### config.mk
export PLATFORM = sky130hd
export DESIGN_NAME = rtc_periodic_irq
export DESIGN_NICKNAME = d
export VERILOG_FILES = /design/src/rtl/rtc_pi_pkg.sv /design/src/rtl/rtc_divider.sv /design/src/rtl/rtc_rate_sel.sv /design/src/rtl/rtc_ctrl_regs.sv /design/src/rtl/rtc_periodic_irq.sv
export SDC_FILE = /design/constraint.sdc
export NUM_CORES = 1
export LEC_CHECK = 0
export BUFFER_PORTS_ARGS = -buffer_cell sky130_fd_sc_hd__buf_2
export CORE_MARGIN = 2
export CORE_UTILIZATION = 49
export DETAILED_ROUTE_END_ITERATION = 12
export MAX_ROUTING_LAYER = met4
export PLACE_DENSITY = 0.74
export SETUP_SLACK_MARGIN = 0.4
export SLEW_MARGIN = 40
export SYNTH_ARGS = -nofsm -noshare
export SYNTH_HDL_FRONTEND = slang
export SYNTH_SLANG_ARGS = --single-unit
### constraint.sdc
create_clock -name clk -period 2 [get_ports clk]
set_clock_uncertainty 0.05 [all_clocks]
set_input_delay 0.2 -clock clk [delete_from_list [all_inputs] [get_ports clk]]
set_output_delay 0.2 -clock clk [all_outputs]
set_load 0.03 [all_outputs]
### src/rtl/rtc_pi_pkg.sv
package rtc_pi_pkg;

  typedef enum logic [1:0] {
    RA_RATE = 2'd0,
    RA_CTRL = 2'd1,
    RA_FLAG = 2'd2,
    RA_NONE = 2'd3
  } reg_addr_e;

  localparam int CTRL_FRZ_BIT = 7;
  localparam int CTRL_PEN_BIT = 6;
  localparam int CTRL_AEN_BIT = 5;

  localparam int FLAG_IRQ_BIT = 7;
  localparam int FLAG_PF_BIT  = 6;
  localparam int FLAG_AF_BIT  = 5;

endpackage

### src/rtl/rtc_divider.sv
module rtc_divider #(
  parameter int DIV_W = 15
) (
  input  logic             clk,
  input  logic             rst_n,
  input  logic             tb_en_i,
  input  logic             freeze_i,
  output logic [DIV_W:0]   ones_o,
  output logic             upd_o
);

  logic [DIV_W-1:0] cnt_q;
  logic [DIV_W-1:0] cnt_d;
  logic [DIV_W:0]   ones;
  logic             upd_d;
  logic             upd_q;

  // ones[k] is high when the low k divider bits are all set
  assign ones[0] = 1'b1;
  for (genvar k = 0; k < DIV_W; k++) begin : g_chain
    assign ones[k+1] = ones[k] & cnt_q[k];
  end

  always_comb begin
    cnt_d = cnt_q;
    if (tb_en_i) begin
      cnt_d = cnt_q + DIV_W'(1);
    end
    upd_d = tb_en_i & ones[DIV_W] & ~freeze_i;
  end

  always_ff @(posedge clk or negedge rst_n) begin
    if (!rst_n) begin
      cnt_q <= '0;
      upd_q <= 1'b0;
    end else begin
      cnt_q <= cnt_d;
      upd_q <= upd_d;
    end
  end

  assign ones_o = ones;
  assign upd_o  = upd_q;

  // a strobe only follows a cycle in which the freeze bit was clear
  a_r7_no_update_when_frozen: assert property (@(posedge clk) disable iff (!rst_n)
    upd_q |-> $past(!freeze_i));

  // the strobe lasts a single cycle
  a_r7_single_cycle: assert property (@(posedge clk) disable iff (!rst_n)
    upd_q |=> !upd_q);

endmodule

### src/rtl/rtc_rate_sel.sv
module rtc_rate_sel #(
  parameter int DIV_W       = 15,
  parameter int RATE_W      = 4,
  parameter int ALIAS_A_STG = 7,
  parameter int ALIAS_B_STG = 8
) (
  input  logic              clk,
  input  logic              rst_n,
  input  logic              tb_en_i,
  input  logic [RATE_W-1:0] rate_i,
  input  logic [DIV_W:0]    ones_i,
  output logic              tick_o
);

  localparam int STG_W = $clog2(DIV_W + 1);

  logic             sel_en;
  logic [STG_W-1:0] sel_stg;

  always_comb begin
    sel_en  = 1'b1;
    sel_stg = '0;
    if (rate_i == '0) begin
      sel_en = 1'b0;
    end else if (rate_i == RATE_W'(1)) begin
      sel_stg = STG_W'(ALIAS_A_STG);
    end else if (rate_i == RATE_W'(2)) begin
      sel_stg = STG_W'(ALIAS_B_STG);
    end else begin
      sel_stg = STG_W'(rate_i) - STG_W'(1);
    end
  end

  assign tick_o = tb_en_i & sel_en & ones_i[sel_stg];

  // code zero never produces a periodic event
  a_r1_off_no_tick: assert property (@(posedge clk) disable iff (!rst_n)
    (rate_i == '0) |-> !tick_o);

  // every event sits on an odd divider value (stage one or higher)
  a_r2_tick_on_odd_count: assert property (@(posedge clk) disable iff (!rst_n)
    tick_o |-> ones_i[1]);

endmodule

### src/rtl/rtc_ctrl_regs.sv
module rtc_ctrl_regs
  import rtc_pi_pkg::*;
#(
  parameter int RATE_W = 4,
  parameter int DATA_W = 8,
  parameter int AW     = 2
) (
  input  logic              clk,
  input  logic              rst_n,
  input  logic [AW-1:0]     reg_addr_i,
  input  logic              reg_wr_i,
  input  logic              reg_rd_i,
  input  logic [DATA_W-1:0] reg_wdata_i,
  input  logic              tick_i,
  input  logic              alarm_hit_i,
  output logic [RATE_W-1:0] rate_o,
  output logic              freeze_o,
  output logic              pen_o,
  output logic              aen_o,
  output logic              pf_o,
  output logic              irq_o,
  output logic [DATA_W-1:0] reg_rdata_o
);

  logic              wr_rate;
  logic              wr_ctrl;
  logic              rd_flag;
  logic [RATE_W-1:0] rate_q, rate_d;
  logic              frz_q, frz_d;
  logic              pen_q, pen_d;
  logic              aen_q, aen_d;
  logic              pf_q, pf_d;
  logic              af_q, af_d;
  logic              irq;

  always_comb begin
    wr_rate = reg_wr_i & (reg_addr_e'(reg_addr_i) == RA_RATE);
    wr_ctrl = reg_wr_i & (reg_addr_e'(reg_addr_i) == RA_CTRL);
    rd_flag = reg_rd_i & (reg_addr_e'(reg_addr_i) == RA_FLAG);

    rate_d = rate_q;
    frz_d  = frz_q;
    pen_d  = pen_q;
    aen_d  = aen_q;
    if (wr_rate) begin
      rate_d = reg_wdata_i[RATE_W-1:0];
    end
    if (wr_ctrl) begin
      frz_d = reg_wdata_i[CTRL_FRZ_BIT];
      pen_d = reg_wdata_i[CTRL_PEN_BIT];
      aen_d = reg_wdata_i[CTRL_AEN_BIT];
    end

    // a new event in the read cycle outranks the clear
    pf_d = tick_i      | (pf_q & ~rd_flag);
    af_d = alarm_hit_i | (af_q & ~rd_flag);

    irq = (pf_q & pen_q) | (af_q & aen_q);
  end

  always_ff @(posedge clk or negedge rst_n) begin
    if (!rst_n) begin
      rate_q <= '0;
      pen_q  <= 1'b0;
      aen_q  <= 1'b0;
      pf_q   <= 1'b0;
      af_q   <= 1'b0;
    end else begin
      rate_q <= rate_d;
      pen_q  <= pen_d;
      aen_q  <= aen_d;
      pf_q   <= pf_d;
      af_q   <= af_d;
    end
  end

  // the freeze bit is deliberately outside the reset domain
  always_ff @(posedge clk) begin
    frz_q <= frz_d;
  end

  always_comb begin
    reg_rdata_o = '0;
    case (reg_addr_e'(reg_addr_i))
      RA_RATE: reg_rdata_o[RATE_W-1:0] = rate_q;
      RA_CTRL: begin
        reg_rdata_o[CTRL_FRZ_BIT] = frz_q;
        reg_rdata_o[CTRL_PEN_BIT] = pen_q;
        reg_rdata_o[CTRL_AEN_BIT] = aen_q;
      end
      RA_FLAG: begin
        reg_rdata_o[FLAG_IRQ_BIT] = irq;
        reg_rdata_o[FLAG_PF_BIT]  = pf_q;
        reg_rdata_o[FLAG_AF_BIT]  = af_q;
      end
      default: reg_rdata_o = '0;
    endcase
  end

  assign rate_o   = rate_q;
  assign freeze_o = frz_q;
  assign pen_o    = pen_q;
  assign aen_o    = aen_q;
  assign pf_o     = pf_q;
  assign irq_o    = irq;

  // the flag only rises after a periodic event from the stage selector
  a_r4_pf_rise_from_tick: assert property (@(posedge clk) disable iff (!rst_n)
    $rose(pf_q) |-> $past(tick_i));

  // a flag read without a coincident event leaves the flag clear
  a_r4_read_clears: assert property (@(posedge clk) disable iff (!rst_n)
    (rd_flag && !tick_i) |=> !pf_q);

  // the periodic enable moves only on a control write
  a_r6_pen_write_only: assert property (@(posedge clk) disable iff (!rst_n)
    !wr_ctrl |=> $stable(pen_q));

  // a set but masked periodic flag alone cannot raise the interrupt
  a_r5_masked_pf_quiet: assert property (@(posedge clk) disable iff (!rst_n)
    (!pen_q && !af_q) |-> !irq_o);

endmodule

### src/rtl/rtc_periodic_irq.sv
module rtc_periodic_irq #(
  parameter int DIV_W  = 15,
  parameter int RATE_W = 4,
  parameter int DATA_W = 8,
  parameter int AW     = 2
) (
  input  logic              clk,
  input  logic              rst_n,
  input  logic              tb_en,
  input  logic              alarm_hit,
  input  logic [AW-1:0]     reg_addr,
  input  logic              reg_wr,
  input  logic              reg_rd,
  input  logic [DATA_W-1:0] reg_wdata,
  output logic [DATA_W-1:0] reg_rdata,
  output logic              pf,
  output logic              alarm_en,
  output logic              upd_strobe,
  output logic              irq
);

  logic [DIV_W:0]    ones;
  logic [RATE_W-1:0] rate;
  logic              freeze;
  logic              pen;
  logic              tick;

  rtc_divider #(
    .DIV_W (DIV_W)
  ) u_div (
    .clk      (clk),
    .rst_n    (rst_n),
    .tb_en_i  (tb_en),
    .freeze_i (freeze),
    .ones_o   (ones),
    .upd_o    (upd_strobe)
  );

  rtc_rate_sel #(
    .DIV_W  (DIV_W),
    .RATE_W (RATE_W)
  ) u_sel (
    .clk     (clk),
    .rst_n   (rst_n),
    .tb_en_i (tb_en),
    .rate_i  (rate),
    .ones_i  (ones),
    .tick_o  (tick)
  );

  rtc_ctrl_regs #(
    .RATE_W (RATE_W),
    .DATA_W (DATA_W),
    .AW     (AW)
  ) u_regs (
    .clk         (clk),
    .rst_n       (rst_n),
    .reg_addr_i  (reg_addr),
    .reg_wr_i    (reg_wr),
    .reg_rd_i    (reg_rd),
    .reg_wdata_i (reg_wdata),
    .tick_i      (tick),
    .alarm_hit_i (alarm_hit),
    .rate_o      (rate),
    .freeze_o    (freeze),
    .pen_o       (pen),
    .aen_o       (alarm_en),
    .pf_o        (pf),
    .irq_o       (irq),
    .reg_rdata_o (reg_rdata)
  );

  // an unmasked periodic flag always reaches the interrupt line
  a_r5_pf_reaches_irq: assert property (@(posedge clk) disable iff (!rst_n)
    (pf && pen) |-> irq);

endmodule

==> results summary, run 1 <==
The run finished, with violations left. The final reports fail on setup timing. The netlist area before placement is 0.00153 mm2.

The total count of hold-check failures in the final report is 0. At the worst endpoint, the arrival time is 2.18 ns. Once detail routing completed, the nets flagged for antenna violations numbered 0. The total number of yosys warnings came out at 0. Yosys instantiated no cell more often than sky130_fd_sc_hd__dfrtp_1.

The total iterations of the first detailed-routing run came out at 4. STA classifies the critical path endpoint as a flop. The async set-or-reset flop fraction in the synthesized netlist is 0.960. The number of antenna diodes in the final layout is 0. The routed via count divided by cell count came out at 5.57. The maximum ir drop on the vdd rail is 0.726 mV.

The maximum clock insertion buffer count came out at 2. The first global-routing pass estimated 5400 um of wire. The core region is 0.00300 mm2. The number of enable flip-flop cells after synthesis is 1. In the finished design, the share of the clock period the worst path needs comes to 1.01. Setup repair after global routing could not meet its margin everywhere.

The worst setup path is of the reg2reg kind. Among all flip-flop cells after synthesis, the most frequent one is sky130_fd_sc_hd__dfrtp_1. The number of unique standard cell types used by synthesis came out at 45. Of the cells placed in the final design, the portion with a size suffix greater than 1 is 0.382.

The number of max-slew violations in the final report was 0. The initial utilization of the core area, before any placement, comes to 0.510. The height of the die came out at 59.9 um. The synthesized design contains 25 register bits. The number of cells after detailed placement came out at 214. The violation count after the first detailed-routing iteration is 33. The number of cell rows came out at 20.

Synthesis produced a netlist with a net count of 173. The maximum number of pins on one net before global-route repair is 25. The total grt overflow came out at 0. The via count of the first global-routing pass is 1261. The clock tree from TritonCTS is done.

The tightest min-delay check is of the in2reg type. The via count of the routed design came out at 1248. The largest fanout on the critical path is 4. The clock-pin slew on the worst setup and hold paths is 0.14 ns.

For this design the ratio of total power to cell area is 968 mW/mm2. The total track usage came out at 0.204. The number of CTS-inserted buffers came out at 3. The placed wire-length estimate after detailed placement came out at 2590 um. The cell count after synthesis came out at 149. The die outline width came out at 59.9 um. The routability congestion estimate is 0.806.

The cell sitting at the root of the clock tree is a sky130_fd_sc_hd__clkbuf_4. By count the netlist is led by sky130_fd_sc_hd__dfrtp_1, sky130_fd_sc_hd__inv_1, sky130_fd_sc_hd__nand2_1. The worst pin sits at a relative slew slack of 0.629. The number of standard cells in the layout, taps in and fillers out came out at 224. STA puts the critical path data required time at 2.16 ns. The worst setup path is launched from a flop.

In the routed design, unresolved DRC markers number 0. The leakage power of the design is 0.881 nW. For this run, the top clock speed supported by timing is 496 MHz. The relative area change from synthesis to final layout is 23.9%. The count of final setup violators is 1.

The initial antenna violation count came out at 0. The tool flagged a number of max-cap violations equal to 0. The worst setup slack before clock tree synthesis is -0.0543 ns. The full die area came out at 0.00359 mm2.

The fraction of synthesized cell area taken by the top area cell type is 0.392. The number of clock sinks seen by CTS came out at 25. The average instance area after synthesis came out at 10.3 um2. After layout, the minimum clock period comes to 2.01 ns.

The worst-margin pin slew came out at 0.557 ns. The top-level port count is 28. The maximum level of the CTS H-tree came out at 1. In the final routed layout, each cell accounts on average for 15.3 um. The wire length after detailed routing is 3430 um. The portion of the post-synthesis area used by sequential elements is 0.412. The post-route worst setup slack is -0.0144 ns. In the post-synthesis netlist, the biggest area contributors are sky130_fd_sc_hd__dfrtp_1, sky130_fd_sc_hd__ha_1, sky130_fd_sc_hd__mux2_2, sky130_fd_sc_hd__xnor2_1, sky130_fd_sc_hd__inv_1. The later-pin clock latency in the skew report is 0.31 ns.

The largest area contributor in the synthesized netlist is sky130_fd_sc_hd__dfrtp_1. The quantity of I/O buffers inserted on ports came out at 25. The number of nets in the layout is 216.
## final timing paths
| kind | startpoint | to | slack, ns | cells past startpoint |
|---|---|---|---|---|
| max reg2reg | u_regs.rate_o[0] | u_regs.pf_o | -0.01 | 7 |
| max | u_regs.rate_o[0] | u_regs.pf_o | -0.01 | 7 |
| min in group asynchronous | rst_n | u_div.cnt_q[4] | 0.34 | 2 |
| min | alarm_hit | u_regs.af_q | 0.02 | 2 |
| min reg2reg | u_div.cnt_q[11] | u_div.cnt_q[11] | 0.46 | 1 |
| max in group asynchronous | rst_n | u_regs.rate_o[0] | 1.16 | 2 |
## timing repair
item                                    in CTS  in global routing
endpoints found under the setup margin       4                  6
hold buffers                                 1                  1
endpoints found under the hold margin       24                  1
pin swaps                                    5                  5
buffers inserted                             2                  2
resized for setup                           13                  7
## registers in the layout (all words and copies together) (netlist names)
signal / count
u_div.cnt_q: 15
u_div.upd_o: 1
u_regs.aen_o: 1
u_regs.af_q: 1
u_regs.freeze_o: 1
u_regs.pen_o: 1
u_regs.pf_o: 1
u_regs.rate_o: 4
## cells by family after synthesis
kind of cell | Yosys count | synth area share
adders and majority gates | 8 | 0.0654
and+or+nand+nor | 48 | 0.172
DFF | 25 | 0.412
AOI/OAI and AO/OA | 28 | 0.142
xor gates and xnor gates | 13 | 0.0743
buffers and inverters | 16 | 0.0596
other | 1 | 0.00245
muxes | 10 | 0.0719
## worst max-delay path, stage by stage (launching register included)
cell and delay (ns):
sky130_fd_sc_hd__dfrtp_2 0.45, sky130_fd_sc_hd__inv_2 0.06, sky130_fd_sc_hd__ha_2 0.18, sky130_fd_sc_hd__or4_4 0.46
sky130_fd_sc_hd__a21oi_2 0.13, sky130_fd_sc_hd__o21ai_1 0.06, sky130_fd_sc_hd__a32o_1 0.27, sky130_fd_sc_hd__a211o_1 0.25
## placed cells by master, fill, tap and decap left out, drive strengths merged, types with 3 or more instances in the layout
master,synthesis,layout
nand2,10,10
dfrtp,24,24
xnor2,9,9
and2,5,5
nor3,4,4
a21oi,4,4
nand3,5,5
nor2,6,6
inv,11,11
o21ai,5,5
nor2b,3,3
a22oi,5,5
buf,2,41
ha,8,8
clkbuf,3,4
xor2,4,4
mux2,8,8
nand4,4,4
and3,3,3
## report_power, final
part / internal [mW] / total, mW / leakage [nW] / switching, mW
combinational: 0.431 / 0.860 / 0.557 / 0.429
clock: 0.0778 / 0.223 / 0.0150 / 0.145
sequential: 0.618 / 0.753 / 0.309 / 0.135
total: 1.13 / 1.84 / 0.881 / 0.709
## stage by stage
stage | setup TNS (ns) | hold slack [ns] | instance area, um2 | total power [mW] | util
after detailed placement | -0.0543 | 0.167 | 1760 | 1.49 | 0.585
after global routing | -0.103 | 0.00715 | 1900 | 1.96 | 0.632
after CTS | -0.0314 | 0.0115 | 1850 | 1.78 | 0.616
after global placement | 0 | 0.154 | 1760 | 1.44 | 0.585
final | -0.0144 | 0.0163 | 1900 | 1.84 | 0.632
after floorplan | -0.0641 | -0.146 | 1550 | 1.25 | -
## cell type report
cell class | count | area (um2)
clock buffer | 4 | 26.3
fill | 248 | 1100
inverter | 11 | 41.3
multi-input combinational | 108 | 883
sequential | 25 | 632
tap | 33 | 41.3
timing repair buffer | 43 | 274
## metal layers
layer  share of wire  track usage  vias to the layer above
li1                -            -                      609
met1            0.44        0.253                      625
met2            0.53        0.357                       12
met3           0.019       0.0260                        2
met4          0.0055       0.0381                        0
met5               0            -                        -
No activity file was read; power rests on OpenSTA's default activity.
==> inputs of run 2 (changes only) <==
--- a/config.mk
+++ b/config.mk
@@ -5,6 +5,7 @@
 export SDC_FILE = /design/constraint.sdc
 export NUM_CORES = 1
 export LEC_CHECK = 0
+export ABC_AREA = 1
 export BUFFER_PORTS_ARGS = -buffer_cell sky130_fd_sc_hd__buf_2
 export CORE_MARGIN = 2
 export CORE_UTILIZATION = 49
==> constraint.sdc (replaced) <==
create_clock -name clk -period 2 [get_ports clk]
set_clock_uncertainty 0.05 [all_clocks]
set_input_delay 0.5 -clock clk [delete_from_list [all_inputs] [get_ports clk]]
set_output_delay 0.5 -clock clk [all_outputs]
set_load 0.03 [all_outputs]
==> results summary, run 2 <==
The fraction of synthesized cell area taken by the top area cell type is 0.391. A synthesized cell averages 7.91 um2. The register with the most flip-flops is u_div.cnt_q. The run finished with clean final reports. The DRC violations left came out at 0. The via count of the first global-routing pass is 1357. The number of standard cells after synthesis came out at 194. The number of cell rows is 20.

The area growth from synthesis to layout is 49.1%. The complex-gate fraction of the synthesized area is 0.0554. In the detailed route, the total length drawn on met2 is 2010 um. The number of nets in the layout is 272. The wire length after detailed routing came out at 3940 um.

TritonCTS built the clock tree. The tightest min-delay check is of the in2async type. The maximum clock insertion buffer count came out at 2. Setup repair after global routing could not meet its margin everywhere. The initial antenna violation count is 0. The total iterations of the first detailed-routing run came out at 5.

The data arrival time at the worst-slack endpoint came out at 1.31 ns. The total count of hold-check failures in the final report was 0. The fmax came out at 539 MHz. Setup total negative slack on the finished layout was measured at 0 ns. The count of nets left with antenna violations once routing finished came out at 0. During synthesis, Yosys emitted a total of 0 warnings. The total nets after synthesis came out at 218.

Grouping stages by cell kind, the critical path spends the most delay in flip-flops. The floorplan step defined a core boundary enclosing 0.00303 mm2. The portion of the post-synthesis area used by sequential elements came out at 0.411. Of the total synthesized cell area, the portion taken by XOR and XNOR cells is 0.0799.

The async set-or-reset flop fraction in the synthesized netlist came out at 0.960. The clock-pin slew on the worst setup and hold paths came out at 0.14 ns. The quantity of I/O buffers inserted on ports came out at 25.

The most common cell in the synthesized netlist is sky130_fd_sc_hd__nand2_1. At the pin with the least slew margin, the transition time is 0.558 ns. In the synthesized netlist the dominant register cell turns out to be sky130_fd_sc_hd__dfrtp_1.

Power comes to 2.02 mW. The adder-cell area share of the yosys netlist came out at 0.0652. Summed over all instances, the cell type with the most area after synthesis is sky130_fd_sc_hd__dfrtp_1. The number of CTS-inserted buffers is 3. Measured against the total synthesized area, the mux share comes to 0.00733. Signal routing reaches up to met4. On the worst path, the slowest cell contributes a delay of 0.45 ns. The initial cell density of the core came out at 0.507. In this run the vertical extent of the chip is 60.0 um. The maximum number of pins on one net before global-route repair came out at 25. Among all stages on the critical path, the largest delay is contributed by sky130_fd_sc_hd__dfrtp_1. The shortest clock period the worst path allows after layout came out at 1.86 ns. The most critical setup path has its startpoint at u_regs.pen_o. Counting flops with a built-in enable in the synthesized netlist gives 1. The die outline width is 60.0 um. Together, buffers and inverters on the worst path number 1. The detailed route wirelength on metal3 came out at 187 um. The placed instances occupy a cell area of 0.00180 mm2.

Of the available clock period, the critical path in the final layout requires 0.928. In this run, the number of DRC markers left after iteration 0 of detailed routing was 42. The number of max-slew violations in the final report is 0. The number of clock sinks seen by CTS came out at 25. The number of unique standard cell types used by synthesis came out at 31.

The count of final setup violators is 0. The maximum level of the CTS H-tree came out at 1. The fill cell instance count of the final layout is 199. On the final layout, the worst hold slack is 0.0899 ns. The top-level port count is 28.

The clock root buffer is sky130_fd_sc_hd__clkbuf_4. The critical path depth in cells is 4. The number of buffers inserted for hold repair after clock tree synthesis is 0. The library cells used most frequently in the layout, excluding fill and tap cells, are sky130_fd_sc_hd__nand2_1, sky130_fd_sc_hd__dfrtp_1, sky130_fd_sc_hd__buf_4, sky130_fd_sc_hd__nand2_2, sky130_fd_sc_hd__buf_6. The later-pin clock latency in the skew report came out at 0.33 ns. The multi-input combinational cells in the finished layout cover a total of 0.00103 mm2. The power density over the cells is 885 mW/mm2. The routed via count divided by cell count came out at 5.03. STA classifies the critical path endpoint as an output port. The area taken by flip-flops and latches came out at 636 um2.

The simple-gate portion of the synthesized area is 0.303. Data on the critical path is required at its endpoint by 1.45 ns. In the global route stage, overall resource usage came out at 0.232. The critical path goes through a22o_4 > nand2_4 > a21oi_4 > buf_6. The full die area came out at 0.00360 mm2. The maximum ir drop on the vdd rail is 0.702 mV. The number of antenna diodes in the final layout is 0. The final core utilization is 0.756. The total of flip-flops plus latches after synthesis is 25. The register with the most flip-flops in the layout has 15 of them. Summing every instance area after synthesis gives 0.00154 mm2.

The worst-case reg-to-reg path depth is 13. In the final layout, the share of cells above drive strength 1 is 0.482. The first-pass GRT wire length came out at 6010 um.

The leakage power of the design came out at 1.13 nW. The worst register-to-register path begins at u_regs.rate_o[1]. Ranked by total cell area, the synthesized netlist is headed by sky130_fd_sc_hd__dfrtp_1, sky130_fd_sc_hd__nand2_1, sky130_fd_sc_hd__ha_1, sky130_fd_sc_hd__inv_1, sky130_fd_sc_hd__nand3_1. The wire length on met1 came out at 1610 um. The finished cells cover 0.00229 mm2. The via count of the routed design is 1464. The total grt overflow is 0. The worst setup path is launched from a flop. The largest fanout on the critical path came out at 3. By area, the combinational part of the netlist is dominated by simple AND/OR/NAND/NOR gates. The most frequent standard cell in the layout excluding fill and tap cells is sky130_fd_sc_hd__nand2_1. The average wire per cell in the routed design is 13.5 um. By startpoint and endpoint, the worst setup path is classified as reg2out. The commonest cells after synthesis are sky130_fd_sc_hd__nand2_1, sky130_fd_sc_hd__dfrtp_1, sky130_fd_sc_hd__inv_1. The routability congestion estimate is 0.851. The total of max-cap violations is 0. The relative slew slack came out at 0.628.

The placed wire-length estimate after detailed placement came out at 2320 um.
-- run 2: changes by cell type after synthesis, moves of 5 or more --
cell                      delta
sky130_fd_sc_hd__and2_1      -5
sky130_fd_sc_hd__inv_1      +13
sky130_fd_sc_hd__nand2_1    +44
sky130_fd_sc_hd__mux2_2      -7
sky130_fd_sc_hd__nor2_1      +9
sky130_fd_sc_hd__xor2_1      +5
sky130_fd_sc_hd__nand3_1    +11
-- run 2: final cells by class --
cell class,instances,share of cell area
Multi-Input combinational cell,139,0.450
Sequential cell,25,0.278
Timing Repair Buffer,50,0.182
Inverter,29,0.0552
Tap cell,44,0.0241
Clock buffer,4,0.0115
-- run 2: cell families after synthesis --
group | count (synthesis)
other cells | 1
simple gates | 100
buf+inv | 30
flops | 25
fa+ha+maj | 8
mux | 1
xor+xnor | 14
compound gates | 15
-- run 2: worst reg2reg max path, delay by kind of cell, from the launching register on --
kind,cells,cell delay (ns)
adder cells (fa/ha/maj),1,0.17
buffers and inverters,3,0.21
flip-flops,1,0.41
AND/OR/NAND/NOR,9,0.74
-- run 2: metal layers --
metal	global-route usage	up-vias
met1	0.303	680
met4	0.121	0
met5	-	-
met3	0.0368	16
met2	0.346	52
li1	-	716
-- run 2: metrics by stage --
step           std cells  worst slack, ns
2_1_floorplan        194            0.401
3_3_place_gp         262            0.129
3_5_place_dp         262            0.109
4_1_cts              282            0.191
5_1_grt              291            0.111
6_report             291            0.143
-- run 2: path summary, 6_finish.rpt --
check / endpoint / slack [ns]
worst max-delay path: reg_rdata[7] / 0.14
worst min-delay path: u_regs.rate_o[0] / 0.09
worst max register to register: u_regs.pf_o / 0.33
worst min register to register: u_div.upd_o / 0.41
max in group asynchronous: u_regs.aen_o / 1.42
min in group clk: u_regs.freeze_o / 0.28
-- run 2: timing repair --
| item | 4_1_cts | 5_1_grt |
|---|---|---|
| gates resized for setup | 48 | 39 |
| buffers inserted | 16 | 9 |
| pin swaps | 11 | 18 |
| endpoints found under the setup margin | 12 | 16 |
-- run 2: where the power goes --
| part | internal, mW | total (mW) | switching, mW |
|---|---|---|---|
| logic | 0.494 | 1.03 | 0.535 |
| registers | 0.619 | 0.759 | 0.140 |
| clock network | 0.0783 | 0.237 | 0.159 |
